--- config.mk ---
export PLATFORM = sky130hd
export DESIGN_NAME = seclock_erase_ctrl
export DESIGN_NICKNAME = d
export VERILOG_FILES = /design/src/rtl/seclock_pkg.sv /design/src/rtl/tamper_filter.sv /design/src/rtl/rng_gather.sv /design/src/rtl/scrub_seq.sv /design/src/rtl/seclock_erase_ctrl.sv
export SDC_FILE = /design/constraint.sdc
export NUM_CORES = 1
export LEC_CHECK = 0
export BUFFER_PORTS_ARGS = -buffer_cell sky130_fd_sc_hd__clkbuf_2
export CORE_ASPECT_RATIO = 0.7
export CORE_MARGIN = 2
export CORE_UTILIZATION = 56
export CTS_CLUSTER_DIAMETER = 30
export DETAILED_ROUTE_END_ITERATION = 12
export PLACE_DENSITY = 0.83
export SLEW_MARGIN = 20
export SYNTH_ARGS = -nofsm -noshare
export SYNTH_HDL_FRONTEND = slang
export SYNTH_SLANG_ARGS = --single-unit
--- constraint.sdc ---
create_clock -name clk -period 4.3 [get_ports clk]
set_clock_uncertainty 0.15 [all_clocks]
set_input_delay 0.86 -clock clk [delete_from_list [all_inputs] [get_ports clk]]
set_output_delay 0.86 -clock clk [all_outputs]
set_load 0.02 [all_outputs]
--- src/rtl/seclock_pkg.sv ---
package seclock_pkg;

    typedef enum logic [1:0] {
        ST_IDLE  = 2'd0,
        ST_WIPE  = 2'd1,
        ST_SCRUB = 2'd2,
        ST_REKEY = 2'd3
    } lk_state_t;

endpackage

--- src/rtl/tamper_filter.sv ---
module tamper_filter #(
    parameter int FILT_W = 4
) (
    input  logic clk,
    input  logic rst_n,
    input  logic raw_in,
    output logic evt
);
    localparam int CW = $clog2(FILT_W + 1);
    localparam logic [CW-1:0] CNT_MAX = CW'(FILT_W);
    localparam logic [CW-1:0] CNT_HIT = CW'(FILT_W - 1);

    logic          sync1_q;
    logic          sync2_q;
    logic [CW-1:0] run_q;

    always_ff @(posedge clk or negedge rst_n) begin
        if (!rst_n) begin
            sync1_q <= 1'b0;
            sync2_q <= 1'b0;
            run_q   <= '0;
            evt     <= 1'b0;
        end else begin
            sync1_q <= raw_in;
            sync2_q <= sync1_q;
            evt     <= 1'b0;
            if (!sync2_q) begin
                run_q <= '0;
            end else if (run_q != CNT_MAX) begin
                run_q <= run_q + 1'b1;
                if (run_q == CNT_HIT) begin
                    evt <= 1'b1;
                end
            end
        end
    end


    tamper_single_evt_chk: assert property (@(posedge clk) disable iff (!rst_n)
        evt |=> !evt);

endmodule

--- src/rtl/rng_gather.sv ---
module rng_gather #(
    parameter int NBYTES = 8,
    localparam int WW = 8 * NBYTES
) (
    input  logic          clk,
    input  logic          rst_n,
    input  logic          start,
    input  logic          abort,
    input  logic          byte_vld,
    input  logic [7:0]    byte_in,
    output logic [WW-1:0] word,
    output logic          done,
    output logic          full
);
    localparam int NW = (NBYTES > 1) ? $clog2(NBYTES) : 1;
    localparam logic [NW-1:0] LAST_IDX = NW'(NBYTES - 1);

    logic          collecting_q;
    logic [NW-1:0] idx_q;

    always_ff @(posedge clk or negedge rst_n) begin
        if (!rst_n) begin
            collecting_q <= 1'b0;
            idx_q        <= '0;
            word         <= '0;
            done         <= 1'b0;
            full         <= 1'b0;
        end else if (abort) begin
            collecting_q <= 1'b0;
            idx_q        <= '0;
            done         <= 1'b0;
            full         <= 1'b0;
        end else if (start) begin
            collecting_q <= 1'b1;
            idx_q        <= '0;
            done         <= 1'b0;
            full         <= 1'b0;
        end else begin
            done <= 1'b0;
            if (collecting_q && byte_vld) begin
                word <= {word[WW-9:0], byte_in};
                if (idx_q == LAST_IDX) begin
                    collecting_q <= 1'b0;
                    idx_q        <= '0;
                    done         <= 1'b1;
                    full         <= 1'b1;
                end else begin
                    idx_q <= idx_q + 1'b1;
                end
            end
        end
    end


    gather_done_after_byte_chk: assert property (@(posedge clk) disable iff (!rst_n)
        $rose(done) |-> $past(byte_vld));

endmodule

--- src/rtl/scrub_seq.sv ---
module scrub_seq #(
    parameter int DEPTH = 32768,
    localparam int AW = $clog2(DEPTH)
) (
    input  logic          clk,
    input  logic          rst_n,
    input  logic          clr,
    input  logic          en,
    output logic [AW-1:0] addr,
    output logic          last
);
    localparam logic [AW-1:0] ADDR_END = AW'(DEPTH - 1);

    assign last = (addr == ADDR_END);

    always_ff @(posedge clk or negedge rst_n) begin
        if (!rst_n) begin
            addr <= '0;
        end else if (clr) begin
            addr <= '0;
        end else if (en) begin
            addr <= last ? '0 : addr + 1'b1;
        end
    end


    scrub_step_chk: assert property (@(posedge clk) disable iff (!rst_n)
        (en && !clr && !last) |=> (addr == $past(addr) + 1'b1));

endmodule

--- src/rtl/seclock_erase_ctrl.sv ---
module seclock_erase_ctrl
    import seclock_pkg::*;
#(
    parameter int FILT_W      = 4,
    parameter int CUT_LEN     = 16,
    parameter int SCRUB_DEPTH = 32768,
    parameter int KEY_BYTES   = 8,
    localparam int AW = $clog2(SCRUB_DEPTH),
    localparam int KW = 8 * KEY_BYTES
) (
    input  logic          clk,
    input  logic          rst_n,
    input  logic          lock_set_cmd,
    input  logic          lock_clr_cmd,
    input  logic          tamper_in,
    input  logic          loader_enter,
    input  logic          ram_req,
    input  logic          rng_valid,
    input  logic [7:0]    rng_byte,
    output logic          lock_on,
    output logic          busy,
    output logic          key_wipe,
    output logic          vec_clear,
    output logic          ram_grant,
    output logic          scrub_we,
    output logic [AW-1:0] scrub_addr,
    output logic          rekey_req,
    output logic          key_load,
    output logic [KW-1:0] key_word,
    output logic          cand_ready,
    output logic          supply_cut
);
    localparam int CTW = $clog2(CUT_LEN + 1);
    localparam logic [CTW-1:0] CUT_INIT = CTW'(CUT_LEN);

    lk_state_t      state_q, state_d;
    logic           tamper_evt;
    logic           trigger;
    logic           scrub_last;
    logic           gather_start, gather_abort, gather_done, gather_full;
    logic           cand_mode_q;
    logic [CTW-1:0] cut_q;
    logic           in_idle;

    tamper_filter #(.FILT_W(FILT_W)) u_filt (
        .clk    (clk),
        .rst_n  (rst_n),
        .raw_in (tamper_in),
        .evt    (tamper_evt)
    );

    scrub_seq #(.DEPTH(SCRUB_DEPTH)) u_scrub (
        .clk   (clk),
        .rst_n (rst_n),
        .clr   (state_q == ST_WIPE),
        .en    (state_q == ST_SCRUB),
        .addr  (scrub_addr),
        .last  (scrub_last)
    );

    rng_gather #(.NBYTES(KEY_BYTES)) u_gather (
        .clk      (clk),
        .rst_n    (rst_n),
        .start    (gather_start),
        .abort    (gather_abort),
        .byte_vld (rng_valid),
        .byte_in  (rng_byte),
        .word     (key_word),
        .done     (gather_done),
        .full     (gather_full)
    );

    assign in_idle      = (state_q == ST_IDLE);
    assign trigger      = lock_clr_cmd || tamper_evt;
    assign gather_abort = (state_q == ST_WIPE);
    assign gather_start = (in_idle && loader_enter && !trigger) ||
                          (state_q == ST_SCRUB && scrub_last);

    // next-state logic
    always_comb begin
        state_d = state_q;
        unique case (state_q)
            ST_IDLE:  if (trigger)     state_d = ST_WIPE;
            ST_WIPE:                   state_d = ST_SCRUB;
            ST_SCRUB: if (scrub_last)  state_d = ST_REKEY;
            ST_REKEY: if (gather_done) state_d = ST_IDLE;
            default:                   state_d = ST_IDLE;
        endcase
    end

    // state, lock flag, supply cut timer, candidate mode
    always_ff @(posedge clk or negedge rst_n) begin
        if (!rst_n) begin
            state_q     <= ST_IDLE;
            lock_on     <= 1'b1;
            cut_q       <= '0;
            cand_mode_q <= 1'b0;
        end else begin
            state_q <= state_d;
            if (in_idle) begin
                if (trigger)           lock_on <= 1'b0;
                else if (lock_set_cmd) lock_on <= 1'b1;
            end
            if (in_idle && tamper_evt) cut_q <= CUT_INIT;
            else if (cut_q != '0)      cut_q <= cut_q - 1'b1;
            if (state_q == ST_WIPE)                           cand_mode_q <= 1'b0;
            else if (in_idle && loader_enter && !trigger)     cand_mode_q <= 1'b1;
        end
    end

    // outputs
    always_comb begin
        key_wipe   = 1'b0;
        vec_clear  = 1'b0;
        scrub_we   = 1'b0;
        rekey_req  = 1'b0;
        key_load   = 1'b0;
        unique case (state_q)
            ST_IDLE:  ;
            ST_WIPE:  begin key_wipe = 1'b1; vec_clear = 1'b1; end
            ST_SCRUB: scrub_we = 1'b1;
            ST_REKEY: begin rekey_req = 1'b1; key_load = gather_done; end
            default:  ;
        endcase
        busy       = !in_idle;
        ram_grant  = ram_req && !lock_on && in_idle;
        supply_cut = (cut_q != '0);
        cand_ready = gather_full && cand_mode_q;
    end


    unlock_wipe_chk: assert property (@(posedge clk) disable iff (!rst_n)
        (in_idle && lock_clr_cmd) |=> (key_wipe && vec_clear && !lock_on && busy));


    grant_gate_chk: assert property (@(posedge clk) disable iff (!rst_n)
        ram_grant |-> (!lock_on && !busy));


    cascade_lock_chk: assert property (@(posedge clk) disable iff (!rst_n)
        busy |=> !lock_on);


    busy_hold_chk: assert property (@(posedge clk) disable iff (!rst_n)
        (busy && !key_load) |=> busy);


    rekey_end_chk: assert property (@(posedge clk) disable iff (!rst_n)
        key_load |=> !busy);


    cut_only_tamper_chk: assert property (@(posedge clk) disable iff (!rst_n)
        $rose(supply_cut) |-> $past(tamper_evt));

endmodule

==> results.yml, run 1 <==
run_status:
  status: "finished clean"
sta:
  slew_headroom_pct: 44.6
  fin_crit_sh_pct: 73.9
  max_slew.worst_pin.slew_ps: 831
  fin_setup_tns_ps: 0
  min_period_ps: 3180
  maxSlewViolCount: 0
  rsz0062_at_grt: "no"
  setup_viol: 0
  hold_viol: 0
  max_freq_mhz: 315
synth:
  syn-num-nets: 346
  postSynthCellCount: 318
  ys_seq_area_share_pct: 59.1
  async_flop_share_pct: 100
  ys_types: 40
  synth_edf_count: 0
  synth_top_area_share_pct: 58.5
  ys_ff_latch: 100
  synth_top_cell_by_area: "dfrtp_1"
  synth-warning-count: 0
  synth_flop_cell: "dfrtp_1"
  synth_area_um2: 4230
  avgSynthCellArea_um2: 13.3
  synthTopCellsByArea: "dfrtp_1 (59%), mux2_2 (15%), ha_1 (3.5%)"
global_routing:
  grt_max_degree: 65
  grt_usage_pct: 21.1
  grt_overflow: 0
  grt_pass1_wl_um: 13600
  antenna_found_initial: 0
  grt_pass1_vias: 2689
critical_path:
  slowest_stage: "nor4b_1"
  slowest_delay_ps: 670
  crit_path_frequent_cell: "inv_1"
  critPathCaptureType: "output pin"
  cp_top_family: "simple AND/OR/NAND/NOR gates"
  critPathMaxFanout: 4
  worstPathCellList: "inv_1 > ha_1 > nor4b_1 > inv_1 > clkbuf_2"
  critPathBufInv: 3
  path_class: "register to output pin"
  critPathLaunchType: "register"
  arrival_ps: 2170
  worstPathRequired_ps: 3290
detailed_routing:
  wirelength_um: 8280
  vias_per_cell: 5.36
  postRouteAntennaNets: 0
  dr.pass1.iters: 4
  drtIter0Drc: 179
  vias: 2834
  wl_per_cell_um: 15.6
  post-route-drc-count: 0
floorplanning:
  fp-row-count: 26
  fp.dieW_um: 108
  core_um2: 7320
  die_area_um2: 8280
  initial_utilization_pct: 57.8
  fp.dieH_um: 76.7
  io_pins: 105
cells_and_area:
  final_layout_size_suffix_gt1_share_pct: 42.5
  final_cell_mix: "clkbuf_2 (103), dfrtp_1 (99), mux2_2 (55), nor2_1 (24)"
  n_antenna_cell: 0
  area_growth_pct: 19.0
  nNetsFinal: 454
  nFillCells: 540
  area.sequential_um2: 2500
  multi_input_area_um2: 1590
  final_common_cell: "clkbuf_2"
cts:
  cts_tree: "yes"
  hold_buffers: 0
  root_buffer: "clkbuf_8"
  cts_made_buffers: 9
  cts_setup_buffers: 0
  clkLatencyLatePin_ps: 370
  cts_max_level: 3
  clock-sinks: 100
  path_clk_slew_ps: 100
  ctsResizeCount: 0
  clockBufferDepth: 2
pwr:
  p_leak_nw: 2.76
  power.density_nw_per_um2: 337
  ir_drop_uv: 218
  total_power_mw: 1.70
place:
  gp_congestion: 0.852
  portBuffers: 104
  place_hpwl_um: 5920
worst_hold_path:
  hold_class: "register to register"
job:
  max_cap_viol_count: 0
==> metrics by stage <==
| step | utilization, % | worst slack [ps] | cell area (um2) | hold slack (ps) | cells |
|---|---|---|---|---|---|
| floorplan | - | 1800 | 4230 | 181 | 318 |
| global placement | 65.8 | 1490 | 4810 | 194 | 513 |
| detailed placement | 65.8 | 1460 | 4810 | 187 | 513 |
| CTS | 68.8 | 1120 | 5040 | 208 | 529 |
| global route | 68.8 | 1010 | 5040 | 230 | 529 |
| finish | 68.8 | 1120 | 5040 | 205 | 529 |
==> cells in the mapped netlist, types with 2 or more instances <==
library cell / instances
dfrtp_1: 99
mux2_2: 55
nor2_1: 24
inv_1: 15
nand2_1: 15
ha_1: 12
a21oi_1: 11
nand3_1: 10
xnor2_1: 10
mux2_1: 9
buf_6: 6
nand4_1: 5
nor4_1: 5
nor3_1: 4
and2_1: 3
mux2i_1: 3
or3_1: 3
a21boi_0: 2
a22o_1: 2
clkbuf_1: 2
nor4_4: 2
o21ai_0: 2
xor2_1: 2
==> logic make-up after synthesis <==
family,share of synthesized area [%]
mux,17.7
buf+inv,3.40
compound gates,3.96
xor+xnor,2.48
fa+ha+maj,3.55
simple gates,9.73
flops,59.1
==> power by group <==
| group | leakage, nW | switching [mW] | internal, mW |
|---|---|---|---|
| combinational | 1.29 | 0.0435 | 0.0269 |
| clock | 0.114 | 0.314 | 0.346 |
| sequential | 1.36 | 0.0116 | 0.954 |
==> routing by layer <==
| metal | track usage [%] | vias to the layer above | share of wire [%] |
|---|---|---|---|
| met3 | 5.78 | 17 | 5.6 |
| li1 | - | 1340 | - |
| met4 | 6.67 | 0 | 1.9 |
| met5 | 0 | - | 0 |
| met1 | 30.9 | 1387 | 46 |
| met2 | 31.0 | 90 | 46 |
==> state kept, by name, indices dropped and copies added, names as in the netlist <==
name,cells
u_gather.full,1
u_gather.done,1
cut_q,5
cand_mode_q,1
u_gather.word,64
u_filt.evt,1
u_filt.run_q,3
lock_on,1
u_filt.sync1_q,1
u_scrub.addr,15
u_filt.sync2_q,1
u_gather.idx_q,3
state_q,2
u_gather.collecting_q,1
==> cell type report <==
type | count | share of cell area (%)
clock buffers | 11 | 2.81
clock inverters | 5 | 1.64
inverters | 15 | 1.12
multi-input cells | 193 | 31.5
flip-flops and latches | 100 | 49.7
well taps | 98 | 2.43
repair buffers | 107 | 10.8
==> final timing paths <==
kind / start / end / slack, ps / cells past startpoint
worst max-delay path: cut_q[0]$_DFFE_PN0P_ / supply_cut / 1120 / 5
worst min-delay path: u_filt.sync1_q$_DFF_PN0_ / u_filt.sync2_q$_DFF_PN0_ / 210 / 0
min in group asynchronous: rst_n / u_scrub.addr[8]$_DFFE_PN0P_ / 270 / 1
worst min register to register: u_filt.sync1_q$_DFF_PN0_ / u_filt.sync2_q$_DFF_PN0_ / 210 / 0
max in group asynchronous: rst_n / u_scrub.addr[1]$_DFFE_PN0P_ / 2940 / 2
worst max register to register: state_q[0]$_DFFE_PN0P_ / u_gather.word[47]$_DFFE_PN0P_ / 1580 / 6
Power figures use the tool's default switching activity.
==> run 2: changes to the inputs <==
--- a/config.mk
+++ b/config.mk
@@ -8,10 +8,10 @@
 export BUFFER_PORTS_ARGS = -buffer_cell sky130_fd_sc_hd__clkbuf_2
 export CORE_ASPECT_RATIO = 0.7
 export CORE_MARGIN = 2
-export CORE_UTILIZATION = 56
+export CORE_UTILIZATION = 53
 export CTS_CLUSTER_DIAMETER = 30
 export DETAILED_ROUTE_END_ITERATION = 12
-export PLACE_DENSITY = 0.83
+export PLACE_DENSITY = 0.79
 export SLEW_MARGIN = 20
 export SYNTH_ARGS = -nofsm -noshare
 export SYNTH_HDL_FRONTEND = slang
==> constraint.sdc (replaced) <==
create_clock -name clk -period 3.3 [get_ports clk]
set_clock_uncertainty 0.15 [all_clocks]
set_input_delay 0.66 -clock clk [delete_from_list [all_inputs] [get_ports clk]]
set_output_delay 0.66 -clock clk [all_outputs]
set_load 0.02 [all_outputs]
==> run 2 against run 1 <==
Against the previous run:
- global-route usage down 1.9 points
- count of clock-buffer cells in the layout down 1
- routed wire length down 4.7%
- flip-flop and latch count unchanged
- final area up 1.7%
- core utilization down 3.1 points
- first-iteration DRC count up 7.3%
- clock power up 48%
- sequential power up 30%
==> results.yml, run 2 (synthesis gave the netlist of run 1 again) <==
cts:
  cts_made_buffers: 9
  cts_setup_buffers: 0
  clkLatencyLatePin_ps: 340
  hold_buffers: 0
  root_buffer: "clkbuf_16"
  clockBufferDepth: 2
  path_clk_slew_ps: 70
  clock-sinks: 100
  cts_tree: "yes"
  cts_max_level: 3
  ctsResizeCount: 0
critical_path:
  cp_top_family: "simple AND/OR/NAND/NOR gates"
  r2r_end: "u_gather.word[63]$_DFFE_PN0P_"
  crit_path_frequent_cell: "inv_1"
  slowest_stage: "nor4b_1"
  arrival_ps: 1980
  r2r_cells: 6
  worstPathRequired_ps: 2490
  critPathMaxFanout: 4
  critPathLaunchType: "register"
  critPathCaptureType: "output pin"
  slowest_delay_ps: 590
  r2r_setup_slack_ps: 930
  reg2reg_from: "state_q[0]$_DFFE_PN0P_"
  path_class: "register to output pin"
  critPathBufInv: 3
  worstPathCellList: "inv_1 > ha_1 > nor4b_1 > inv_1 > clkbuf_2"
cells_and_area:
  largestRegisters: "u_gather.word x64, u_scrub.addr x15, cut_q x5"
  final_core_util_pct: 65.7
  final_cell_mix: "clkbuf_2 (103), dfrtp_1 (99), mux2_2 (55), nor2_1 (24)"
  top_register: "u_gather.word"
  nNetsFinal: 454
  largest_reg_flops: 64
  area_growth_pct: 21.1
  n_antenna_cell: 0
  final_layout_size_suffix_gt1_share_pct: 42.7
  final_common_cell: "clkbuf_2"
run_status:
  status: "finished clean"
pwr:
  p_leak_nw: 2.79
  ir_drop_uv: 382
  power.density_nw_per_um2: 455
detailed_routing:
  postRouteAntennaNets: 0
  wl_per_cell_um: 14.8
  post-route-drc-count: 0
  vias: 2812
  wirelength_um: 7890
  drtIter0Drc: 192
  dr.pass1.iters: 4
  vias_per_cell: 5.29
floorplanning:
  io_pins: 105
  die_area_um2: 8730
  initial_utilization_pct: 54.2
  fp.dieW_um: 111
  core_um2: 7800
  fp-row-count: 27
  fp.dieH_um: 78.8
worst_hold_path:
  holdPathStages: 0
  hold_class: "register to register"
  min_to: "u_filt.sync2_q$_DFF_PN0_"
  hold_start: "u_filt.sync1_q$_DFF_PN0_"
sta:
  hold_viol: 0
  fin_setup_tns_ps: 0
  rsz0062_at_grt: "no"
  min_period_ps: 2790
  maxSlewViolCount: 0
  layout_setup_ws_ps: 508
  fin_crit_sh_pct: 84.6
  fin_hold_ws_ps: 201
  setup_viol: 0
  max_freq_mhz: 358
  max_slew.worst_pin.slew_ps: 768
  slew_headroom_pct: 48.8
global_routing:
  grt_overflow: 0
  grt_pass1_vias: 2662
  grt_pass1_wl_um: 13300
  grt_usage_pct: 19.2
  grt_max_degree: 65
  antenna_found_initial: 0
place:
  gp_congestion: 0.827
  place_hpwl_um: 5680
  portBuffers: 104
  place_ws_ps: 882
job:
  max_cap_viol_count: 0
## run 2: changes by cell type in the layout (fill, tap and decap cells not counted)
| cell | previous run | this run |
|---|---|---|
| clkinv_2 | 1 | 2 |
| clkbuf_8 | 10 | 1 |
| clkinv_4 | 1 | 0 |
| clkinvlp_4 | 0 | 1 |
| inv_6 | 1 | 3 |
| clkbuf_1 | 1 | 0 |
| buf_4 | 4 | 2 |
| buf_12 | 0 | 2 |
| bufinv_16 | 2 | 0 |
| clkbuf_16 | 0 | 9 |
## run 2: power by group
| group | leakage [nW] | switching (mW) | internal, mW |
|---|---|---|---|
| Combinational | 1.29 | 0.0566 | 0.0353 |
| Sequential | 1.36 | 0.0168 | 1.24 |
| Clock | 0.140 | 0.444 | 0.537 |
## run 2: layer usage
metal	part of all wire [%]	global-route usage (%)	up-vias
met5	0	0	-
met4	1.2	5.63	0
met3	6.6	6.95	10
met2	45	28.4	88
met1	47	27.1	1372
li1	-	-	1342
## run 2: final cells by class
cell class / count / area [um2]
inverter: 15 / 56.3
tap: 101 / 126
fill: 596 / 2680
clock buffer: 10 / 239
timing repair buffer: 107 / 571
multi-input combinational: 193 / 1590
sequential: 100 / 2500
clock inverter: 6 / 43.8
## run 2: stage by stage
stage               instance area (um2)  power (mW)  cells
CTS                                5120        2.37    532
floorplan                          4230        1.33    318
detailed placement                 4840        1.38    516
finish                             5120        2.33    532
global route                       5120        2.44    532
global placement                   4840        1.37    516
## run 2: worst max path at each step
stage | startpoint | end | depth (start not counted)
after floorplan | state_q[0]$_DFFE_PN0P_ | u_gather.word[12]$_DFFE_PN0P_ | 7
after global placement | cut_q[0]$_DFFE_PN0P_ | supply_cut | 5
after detailed placement | cut_q[0]$_DFFE_PN0P_ | supply_cut | 5
after CTS | cut_q[0]$_DFFE_PN0P_ | supply_cut | 5
after global routing | cut_q[0]$_DFFE_PN0P_ | supply_cut | 5
final | cut_q[0]$_DFFE_PN0P_ | supply_cut | 5
==> run 3: changes to the inputs <==
==> constraint.sdc (replaced) <==
create_clock -name clk -period 2.9 [get_ports clk]
set_clock_uncertainty 0.15 [all_clocks]
set_input_delay 0.58 -clock clk [delete_from_list [all_inputs] [get_ports clk]]
set_output_delay 0.58 -clock clk [all_outputs]
set_load 0.02 [all_outputs]
==> run 3 against run 2 <==
Against the previous run:
- flip-flop and latch count is the same
- critical endpoint unchanged
- hold slack lost 2.6 ps
- clock power grew 21%
- global-route usage grew 1.1 points
- critical path type unchanged
- sequential power grew 14%
- register-to-register slack lost 440 ps
- non-clock buffer count grew 2
- largest cell class unchanged
- critical path depth is the same
- core utilization grew 0.56 points
==> results.yml, run 3 (synthesis gave the netlist of run 1 again) <==
cells_and_area:
  top_register: "u_gather.word"
  largest_reg_flops: 64
  nNetsFinal: 456
  nFillCells: 619
  area_growth_pct: 22.1
  final_cell_mix: "clkbuf_2 (103), dfrtp_1 (99), mux2_2 (55), nor2_1 (24)"
  final_common_cell: "clkbuf_2"
  n_antenna_cell: 0
  final_layout_size_suffix_gt1_share_pct: 42.6
  largestRegisters: "u_gather.word x64, u_scrub.addr x15, cut_q x5"
critical_path:
  critPathCaptureType: "output pin"
  slowest_stage: "nor4b_2"
  worstPathRequired_ps: 2170
  critPathBufInv: 3
  path_depth: 5
  cp_top_family: "simple AND/OR/NAND/NOR gates"
  arrival_ps: 1720
  r2r_cells: 6
  crit_path_frequent_cell: "inv_1"
  critPathLaunchType: "register"
  slowest_delay_ps: 410
  critPathMaxFanout: 4
  worstPathCellList: "inv_1 > ha_1 > nor4b_2 > inv_1 > clkbuf_2"
  path_class: "register to output pin"
pwr:
  comb_power_share_pct: 3.9
  power_frac_clock_pct: 43.7
  p_int_mw: 2.17
  total_power_mw: 2.74
  pwr-share-seq_pct: 52.5
  switchingPower_mw: 0.564
  sw_frac_of_total_pct: 20.6
  p_leak_nw: 2.81
  ir_drop_uv: 385
  power.density_nw_per_um2: 529
place:
  portBuffers: 104
  gp_congestion: 0.825
  place_hpwl_um: 6000
detailed_routing:
  vias: 2806
  post-route-drc-count: 0
  wl_per_cell_um: 15.8
  postRouteAntennaNets: 0
  dr.pass1.iters: 4
  drtIter0Drc: 140
  vias_per_cell: 5.26
  wirelength_um: 8430
sta:
  fin_crit_sh_pct: 84.7
  max_slew.worst_pin.slew_ps: 446
  hold_viol: 0
  fin_setup_tns_ps: 0
  rsz0062_at_grt: "no"
  slew_headroom_pct: 70.2
  min_period_ps: 2450
  maxSlewViolCount: 0
  setup_viol: 0
  max_freq_mhz: 407
cts:
  cts_max_level: 3
  clkLatencyLatePin_ps: 330
  cts_made_buffers: 9
  path_clk_slew_ps: 60
  cts_setup_buffers: 0
  clockBufferDepth: 2
  clock-sinks: 100
  root_buffer: "clkbuf_16"
  cts_tree: "yes"
worst_hold_path:
  hold_class: "register to register"
  holdPathStages: 0
floorplanning:
  initial_utilization_pct: 54.2
  core_um2: 7800
  fp.dieW_um: 111
  fp-row-count: 27
  die_area_um2: 8730
  fp.dieH_um: 78.8
  io_pins: 105
global_routing:
  grt_overflow: 0
  antenna_found_initial: 0
  grt_pass1_vias: 2850
  grt_max_degree: 65
  grt_usage_pct: 20.4
  grt_pass1_wl_um: 14100
job:
  max_cap_viol_count: 0
run_status:
  status: "finished clean"
==> run 3: repair_timing <==
item / CTS / global route
hold buffers: 1 / 0
endpoints found under the hold margin: 14 / 0
setup endpoints to repair: 0 / 1
resized for setup: 0 / 1
==> run 3: per-layer routing <==
layer	wire (um)	track usage, %	vias up	share of wire (%)
met4	10	3.38	0	0.12
li1	-	-	1338	-
met1	3800	26.9	1389	45
met2	4040	32.6	77	48
met3	581	8.40	2	6.9
met5	0	0	-	0
==> run 3: stage by stage <==
stage	hold WS (ps)	instances	setup WS (ps)	area, um2	util, %
after detailed placement	186	517	538	4850	62.1
after global routing	184	533	311	5170	66.2
after global placement	182	517	608	4850	62.1
after CTS	189	533	171	5160	66.2
final	198	533	445	5170	66.2
after floorplan	134	318	494	4230	-
==> run 3: final timing paths <==
kind | from | endpoint | slack [ps]
max | cut_q[0]$_DFFE_PN0P_ | supply_cut | 450
min | u_filt.sync1_q$_DFF_PN0_ | u_filt.sync2_q$_DFF_PN0_ | 200
max reg2reg | state_q[0]$_DFFE_PN0P_ | u_gather.word[1]$_DFFE_PN0P_ | 490
min reg2reg | u_filt.sync1_q$_DFF_PN0_ | u_filt.sync2_q$_DFF_PN0_ | 200
max in group asynchronous | rst_n | u_gather.word[26]$_DFFE_PN0P_ | 1380
min in group asynchronous | rst_n | u_scrub.addr[13]$_DFFE_PN0P_ | 510
==> run 3: power by group through the flow <==
| stage | combinational, mW | sequential, mW | clock [mW] |
|---|---|---|---|
| after floorplan | 0.0534 | 1.46 | 0 |
| after global placement | 0.102 | 1.46 | 0 |
| after detailed placement | 0.109 | 1.46 | 0 |
| after CTS | 0.110 | 1.43 | 1.23 |
| after global routing | 0.129 | 1.44 | 1.29 |
| final | 0.106 | 1.44 | 1.19 |
==> run 3: final cells by class <==
cell class | count | area [um2] | share of cell area (%)
Clock buffer | 12 | 256 | 4.96
Inverter | 15 | 56.3 | 1.09
Tap cell | 101 | 126 | 2.44
Clock inverter | 3 | 46.3 | 0.896
Sequential cell | 100 | 2500 | 48.4
Timing Repair Buffer | 109 | 588 | 11.4
Multi-Input combinational cell | 193 | 1590 | 30.8
==> run 3: worst register-to-register path: stages (launching register included) <==
cell	delay (ps)
dfrtp_1	410
inv_1	110
ha_1	340
and3_4	230
nor4_4	300
buf_12	340
mux2_2	420
